File: src/rtl/dsc_pkg.sv
package dsc_pkg;

  localparam int unsigned DSC_MOD   = 10;
  localparam int unsigned DSC_CNT_W = $clog2(DSC_MOD);
  localparam int unsigned DSC_SEG_W = 7;

  typedef logic [DSC_CNT_W-1:0] digit_t;
  typedef logic [DSC_SEG_W-1:0] seg_t;

  // Next value of a modulo counter.
  function automatic digit_t f_next(input digit_t d);
    return (d == digit_t'(DSC_MOD - 1)) ? '0 : digit_t'(d + 1'b1);
  endfunction

  // Segment pattern, bit 0 = a ... bit 6 = g.
  function automatic seg_t f_seg(input digit_t d);
    seg_t s;
    case (d)
      digit_t'(0): s = 7'h3F;
      digit_t'(1): s = 7'h06;
      digit_t'(2): s = 7'h5B;
      digit_t'(3): s = 7'h4F;
      digit_t'(4): s = 7'h66;
      digit_t'(5): s = 7'h6D;
      digit_t'(6): s = 7'h7D;
      digit_t'(7): s = 7'h07;
      digit_t'(8): s = 7'h7F;
      digit_t'(9): s = 7'h6F;
      default:     s = 7'h00;
    endcase
    return s;
  endfunction

  // Lower half of the cycle drives the divided output high.
  function automatic logic f_low_half(input digit_t d);
    return (d < digit_t'(DSC_MOD / 2));
  endfunction

endpackage

File: src/rtl/dsc_sync_edge.sv
module dsc_sync_edge #(
  parameter int unsigned STAGES = 2
) (
  input  logic clk,
  input  logic clr,
  input  logic din,
  output logic rise
);
  localparam int unsigned TAPS = STAGES + 1;

  logic [TAPS-1:0] sh_q;

  // All taps preset high on clear so no edge is seen while clear lasts
  // or just after it.
  always_ff @(posedge clk) begin
    if (clr) begin
      sh_q <= '1;
    end else begin
      sh_q <= {sh_q[TAPS-2:0], din};
    end
  end

  assign rise = sh_q[STAGES-1] & ~sh_q[STAGES];

endmodule

File: src/rtl/dsc_decade_core.sv
module dsc_decade_core
  import dsc_pkg::*;
(
  input  logic   clk,
  input  logic   clr,
  input  logic   hold,
  input  logic   step,
  output digit_t cnt
);
  digit_t cnt_q;

  always_ff @(posedge clk) begin
    if (clr) begin
      cnt_q <= '0;
    end else if (step && !hold) begin
      cnt_q <= f_next(cnt_q);
    end
  end

  assign cnt = cnt_q;

endmodule

File: src/rtl/dsc_seg_decode.sv
module dsc_seg_decode
  import dsc_pkg::*;
(
  input  logic   clk,
  input  digit_t cnt,
  input  logic   disp_en,
  output seg_t   seg,
  output logic   div10,
  output logic   not_two,
  output logic   disp_en_echo
);
  logic echo_q;

  // The echo register runs free of the clear so it always tracks disp_en.
  always_ff @(posedge clk) begin
    echo_q <= disp_en;
  end

  always_comb begin
    seg     = disp_en ? f_seg(cnt) : '0;
    div10   = f_low_half(cnt);
    not_two = (cnt != digit_t'(2));
  end

  assign disp_en_echo = echo_q;

endmodule

File: src/rtl/decade_seg_counter.sv
module decade_seg_counter
  import dsc_pkg::*;
#(
  parameter int unsigned SYNC_STAGES = 2
) (
  input  logic       clk,
  input  logic       clr,
  input  logic       cnt_in,
  input  logic       hold,
  input  logic       disp_en,
  output logic [6:0] seg,
  output logic       div10,
  output logic       not_two,
  output logic       disp_en_echo
);
  logic   edge_evt;
  digit_t cnt_q;

  dsc_sync_edge #(.STAGES(SYNC_STAGES)) u_sync (
    .clk  (clk),
    .clr  (clr),
    .din  (cnt_in),
    .rise (edge_evt)
  );

  dsc_decade_core u_core (
    .clk  (clk),
    .clr  (clr),
    .hold (hold),
    .step (edge_evt),
    .cnt  (cnt_q)
  );

  dsc_seg_decode u_dec (
    .clk          (clk),
    .cnt          (cnt_q),
    .disp_en      (disp_en),
    .seg          (seg),
    .div10        (div10),
    .not_two      (not_two),
    .disp_en_echo (disp_en_echo)
  );

endmodule

File: config.mk
export PLATFORM = sky130hd
export DESIGN_NAME = decade_seg_counter
export DESIGN_NICKNAME = d
export VERILOG_FILES = /design/src/rtl/dsc_pkg.sv /design/src/rtl/dsc_sync_edge.sv /design/src/rtl/dsc_decade_core.sv /design/src/rtl/dsc_seg_decode.sv /design/src/rtl/decade_seg_counter.sv
export SDC_FILE = /design/constraint.sdc
export NUM_CORES = 1
export LEC_CHECK = 0
export BUFFER_PORTS_ARGS = -buffer_cell sky130_fd_sc_hd__buf_2
export CAP_MARGIN = 20
export CELL_PAD_IN_SITES_DETAIL_PLACEMENT = 1
export CELL_PAD_IN_SITES_GLOBAL_PLACEMENT = 1
export CORE_AREA = 2 2 42 44
export DETAILED_ROUTE_END_ITERATION = 6
export DIE_AREA = 0 0 44 46
export PLACE_DENSITY_LB_ADDON = 0.1
export SLEW_MARGIN = 20
export SYNTH_ARGS = -nofsm -noshare
export SYNTH_HDL_FRONTEND = slang
export SYNTH_HIERARCHICAL = 1
export SYNTH_SLANG_ARGS = --single-unit
File: constraint.sdc
create_clock -name clk -period 2.11 [get_ports clk]
set_input_delay 0.422 -clock clk [delete_from_list [all_inputs] [get_ports clk]]
set_output_delay 0.422 -clock clk [all_outputs]
set_load 0.02 [all_outputs]
# After elaboration in Yosys (flattened, before gate mapping)
# Memories as Yosys holds them, arrays and structs flattened. A register that Yosys moved wholly into a read port is not among the register bits.
# Index checks and enable logic that the tools add are counted.
dict set report totals {
  out_inout_bits 10
  ram_bits 0
  latch_bits 0
  inputBits 5
  n_memories 1
  romBits 112
  ff_bits 8
}
# memory depth word_bits rd rd_clocked_by_memory_dff write_ports line_no
set mem_list {}
lappend mem_list {{(name not given)} 16 7 1 1 0 dsc_pkg.sv:18} ;# case (d)
dict set report op_classes {
  muxes 4
  n_reduce_logical 2
  mul 0
  n_addsub 1
  n_eq_ne 2
  bitwise_logic 2
  magnitude_cmp 1
  shifts 0
  div_mod_pow 0
}
# op count
set op_table {}
lappend op_table {{2-to-1 mux 4 bit} 3}
lappend op_table {{2-to-1 mux 7 bit} 1}
lappend op_table {{adder 4 x 1 -> 4 bit, second input constant} 1}
lappend op_table {{equality test 4 bit, second input constant} 1}
lappend op_table {{< comparator 4 x 3 -> 1 bit, second input constant} 1}
lappend op_table {{!= test 4 x 2 -> 1 bit, second input constant} 1}
lappend op_table {{AND 1 bit} 1}
lappend op_table {{logical AND 1 bit} 1}
lappend op_table {{zero test 1 bit} 1}
lappend op_table {{NOT 1 bit} 1}

# Depth between registers and ports, before layout
dict set report depth {
  depth_word 5
  ltp_mapped 5
}

# Cells and area by module
# Netlist, hierarchy kept.
# module n_inst cells_each area_per_inst_um2 seq_area_each_um2
set by_module_without_submodules {}
lappend by_module_without_submodules {dsc_seg_decode 1 35 260.2 20.0}
lappend by_module_without_submodules {dsc_decade_core 1 20 193.9 80.1}
lappend by_module_without_submodules {dsc_sync_edge 1 7 85.1 60.1}

# Worst setup path before layout
# OpenSTA, ideal clock, no wires.
dict set report synth_path {
  kind {reg2out}
  startpoint {register u_core/cnt[1] (netlist name)}
  endpoint {output port seg[3]}
  stages_incl_launch_ff 5
  setup_slack_ps 250
  n_path_buf 0
  t_arrival_ps 1438
  cell_sequence {dfxtp_1 > inv_1 > ha_1 > nand2_1 > o21ai_0}
}
# item line_no
set synth_lines {}
lappend synth_lines {{end, declared} decade_seg_counter.sv:11} ;# output logic [6:0] seg,

==> impl_metrics.json <==
{
  "worst-endpoint-required_ns": 1.69,
  "syn_to_final_growth_pct": 20.6,
  "dr.pass1.iters": 2,
  "htreeDepth": 1,
  "total_power_mw": 0.307,
  "finalSetupViolations": 0,
  "cts_tree": "yes",
  "sw_frac_of_total_pct": 23.6,
  "cts_root_buf": "clkbuf_4",
  "regArea_sq_um": 161,
  "core_sq_um": 1610,
  "place_hpwl_microns": 908,
  "postLayoutCellArea_sq_um": 651,
  "grt_overflow": 0,
  "min_period_over_period_pct": 92.9,
  "grt_pass1_wl_mm": 1.90,
  "crit_chain": "inv_1, ha_1, nor2_1, o21a_1, buf_2",
  "placed_cell_area_sq_um": 627,
  "antenna_found_initial": 0,
  "grt.total_usage_pct": 12.9,
  "hold_path.class": "in2reg",
  "worst_slew_pin_slew_ns": 0.354,
  "dr_total_vias": 481,
  "p_sw_mw": 0.0726,
  "dieHeight_microns": 46,
  "drtIter0Drc": 7,
  "avgViaCountPerCell": 5.01,
  "drv_cap": 0,
  "crit_start": "u_core/cnt[0]",
  "post_cts.repair.setup_buffers": 0,
  "internal_power_mw": 0.235,
  "pwr_density_cell_nw_per_um2": 473,
  "rsz0062_at_grt": "no",
  "ys_warn_count": 6,
  "synthesis.area_sq_um": 539,
  "nets": 91,
  "worst-path-max-fanout": 7,
  "io_pins": 15,
  "rr_startpoint": "u_sync/sh_q[1]",
  "numClockSinks": 8,
  "whs_ns": 0.357,
  "synth_nets": 72,
  "ys_seq_area_share_pct": 29.7,
  "grt_max_degree": 15,
  "finalSetupTns_ns": 0,
  "p_leak_nw": 0.281,
  "routedWlPerCell_microns": 11.8,
  "floorplan.initialDensity_pct": 33.4,
  "grt_pass1_vias": 454,
  "hold_violations": 0,
  "io_buffers": 14,
  "fin_skew_ns": 0.00411,
  "pwr-share-seq_pct": 50.9,
  "rows": 15,
  "ys_seq_elements": 8,
  "dieWidth_microns": 44,
  "dp.cells": 93,
  "routed_wl_mm": 1.14,
  "clkTransAtPathRegs_ns": 0.05,
  "comb_power_share_pct": 12.4,
  "worstHoldStart": "cnt_in",
  "place_congestion": 0.745,
  "drc": 0,
  "worst_path_largest_cell_delay_ns": 0.47,
  "vdd_drop_max_v": 0.000247,
  "drive_gt1_share_pct": 29.1,
  "layout.cells.non_filler": 96,
  "synth_cells": 62,
  "fillers": 209,
  "numCtsBuffers": 3,
  "antenna_left": 0,
  "clockBufferDepth": 2,
  "fmax_ghz": 0.510,
  "multi_input_area_sq_um": 353,
  "syn_area_per_cell_sq_um": 8.70,
  "n_antenna_cell": 0,
  "startpoint_type": "flop",
  "clkPwrFrac_pct": 36.7,
  "status": "complete, no violations",
  "critical_path_class": "reg2out",
  "drv_slew": 0,
  "critPathSlowestCell": "dfxtp_1",
  "insertion_delay_ns": 0.25,
  "slew_headroom_pct": 76.4,
  "fin_crit_ns": 1.96,
  "cp.arrival_ns": 1.54,
  "crit_path_end_kind": "output port",
  "synth.distinct_cells": 28,
  "dieArea_sq_um": 2020
}
-- cell families after synthesis --
| group | count (synthesis) | synth area share [%] |
|---|---|---|
| and+or+nand+nor | 26 | 30.4 |
| adders and majority gates | 5 | 11.6 |
| xor gates and xnor gates | 3 | 4.87 |
| muxes | 2 | 3.71 |
| DFF | 8 | 29.7 |
| buffers and inverters | 5 | 4.87 |
| AOI/OAI and AO/OA | 13 | 14.8 |
-- cells in the mapped netlist --
master    number  area [sq um]
nand2b_4       1          13.8
a21boi_0       1          7.51
inv_1          4          15.0
nand2b_1       2          12.5
nor2b_1        3          18.8
mux2i_1        2          20.0
nand4_1        1          6.26
buf_6          1          11.3
o21ai_0        4          20.0
o21a_1         2          15.0
nand4b_1       1          8.76
or3_1          1          6.26
nand2_1        5          18.8
dfxtp_1        8           160
nand3b_2       1          11.3
and2b_2        1          8.76
and3_1         1          6.26
xor2_1         1          8.76
and3b_1        1          8.76
nor2_1         3          11.3
a221oi_1       1          8.76
ha_1           5          62.6
or2_1          3          18.8
a21oi_2        1          8.76
a21oi_1        4          20.0
or3b_1         1          8.76
xnor2_1        2          17.5
nand3_1        1          5.00
-- worst paths after layout --
| kind | endpoint | slack [ns] | cells past startpoint |
|---|---|---|---|
| setup / recovery | seg[1] | 0.15 | 5 |
| hold / removal | u_sync/sh_q[0] | 0.36 | 2 |
| setup reg to reg | u_core/cnt[1] | 0.86 | 4 |
| hold reg to reg | u_sync/sh_q[1] | 0.41 | 1 |
-- cells in the final DEF, fill, tap and decap left out, types with 2 or more instances in the layout --
master and count:
clkbuf_4 3, mux2i_1 2, o21a_1 2, or2_1 3, nor2b_1 3, a21oi_1 4
inv_1 4, nand2b_1 2, nand2_1 5, dfxtp_1 7, ha_1 5, o21ai_0 4
buf_2 14, nor2_1 3, xnor2_1 2
-- flip-flops by register name (all words and copies together) (netlist names) --
signal and cells:
u_core/cnt 4, u_sync/sh_q 3, u_dec/disp_en_echo 1
-- power by group through the flow --
stage	Combinational, mW	Sequential [mW]	Clock, mW
final	0.0380	0.157	0.113
after global routing	0.0417	0.157	0.127
after CTS	0.0389	0.156	0.122
after detailed placement	0.0388	0.160	0
after global placement	0.0386	0.160	0
after floorplan	0.0208	0.161	0
-- layer usage --
layer | GRT usage, % | share of wire (%) | vias to the layer above
met5 | 0 | 0 | -
met4 | 7.27 | 0.53 | 0
li1 | - | - | 247
met2 | 22.4 | 52 | 8
met3 | 1.19 | 3.0 | 2
met1 | 15.6 | 45 | 224
-- cell type report --
class	count	share of cell area, %
Multi-Input combinational cell	49	54.2
Sequential cell	8	24.8
Timing Repair Buffer	15	11.9
Clock buffer	3	3.46
Tap cell	17	3.27
Inverter	4	2.31
-- metrics by stage --
| stage | setup WS (ns) | utilization, % |
|---|---|---|
| 2_1_floorplan | 0.250 | - |
| 3_3_place_gp | 0.360 | 38.8 |
| 3_5_place_dp | 0.362 | 38.8 |
| 4_1_cts | 0.0792 | 40.2 |
| 5_1_grt | 0.0142 | 40.3 |
| 6_report | 0.151 | 40.3 |
-- critical path, delay by kind of cell, from the launching register on --
kind                     cells  cell delay (ns)
AND/OR/NAND/NOR              1             0.11
buffers and inverters        2             0.28
adder cells (fa/ha/maj)      1             0.32
flip-flops                   1             0.47
AO/OA/AOI/OAI                1             0.11
-- what timing repair did --
action	CTS	global route
resized for setup	0	1
endpoints found under the setup margin	0	3
hold endpoints to repair	0	0
hold buffers	0	0
Power figures use the tool's default switching activity.
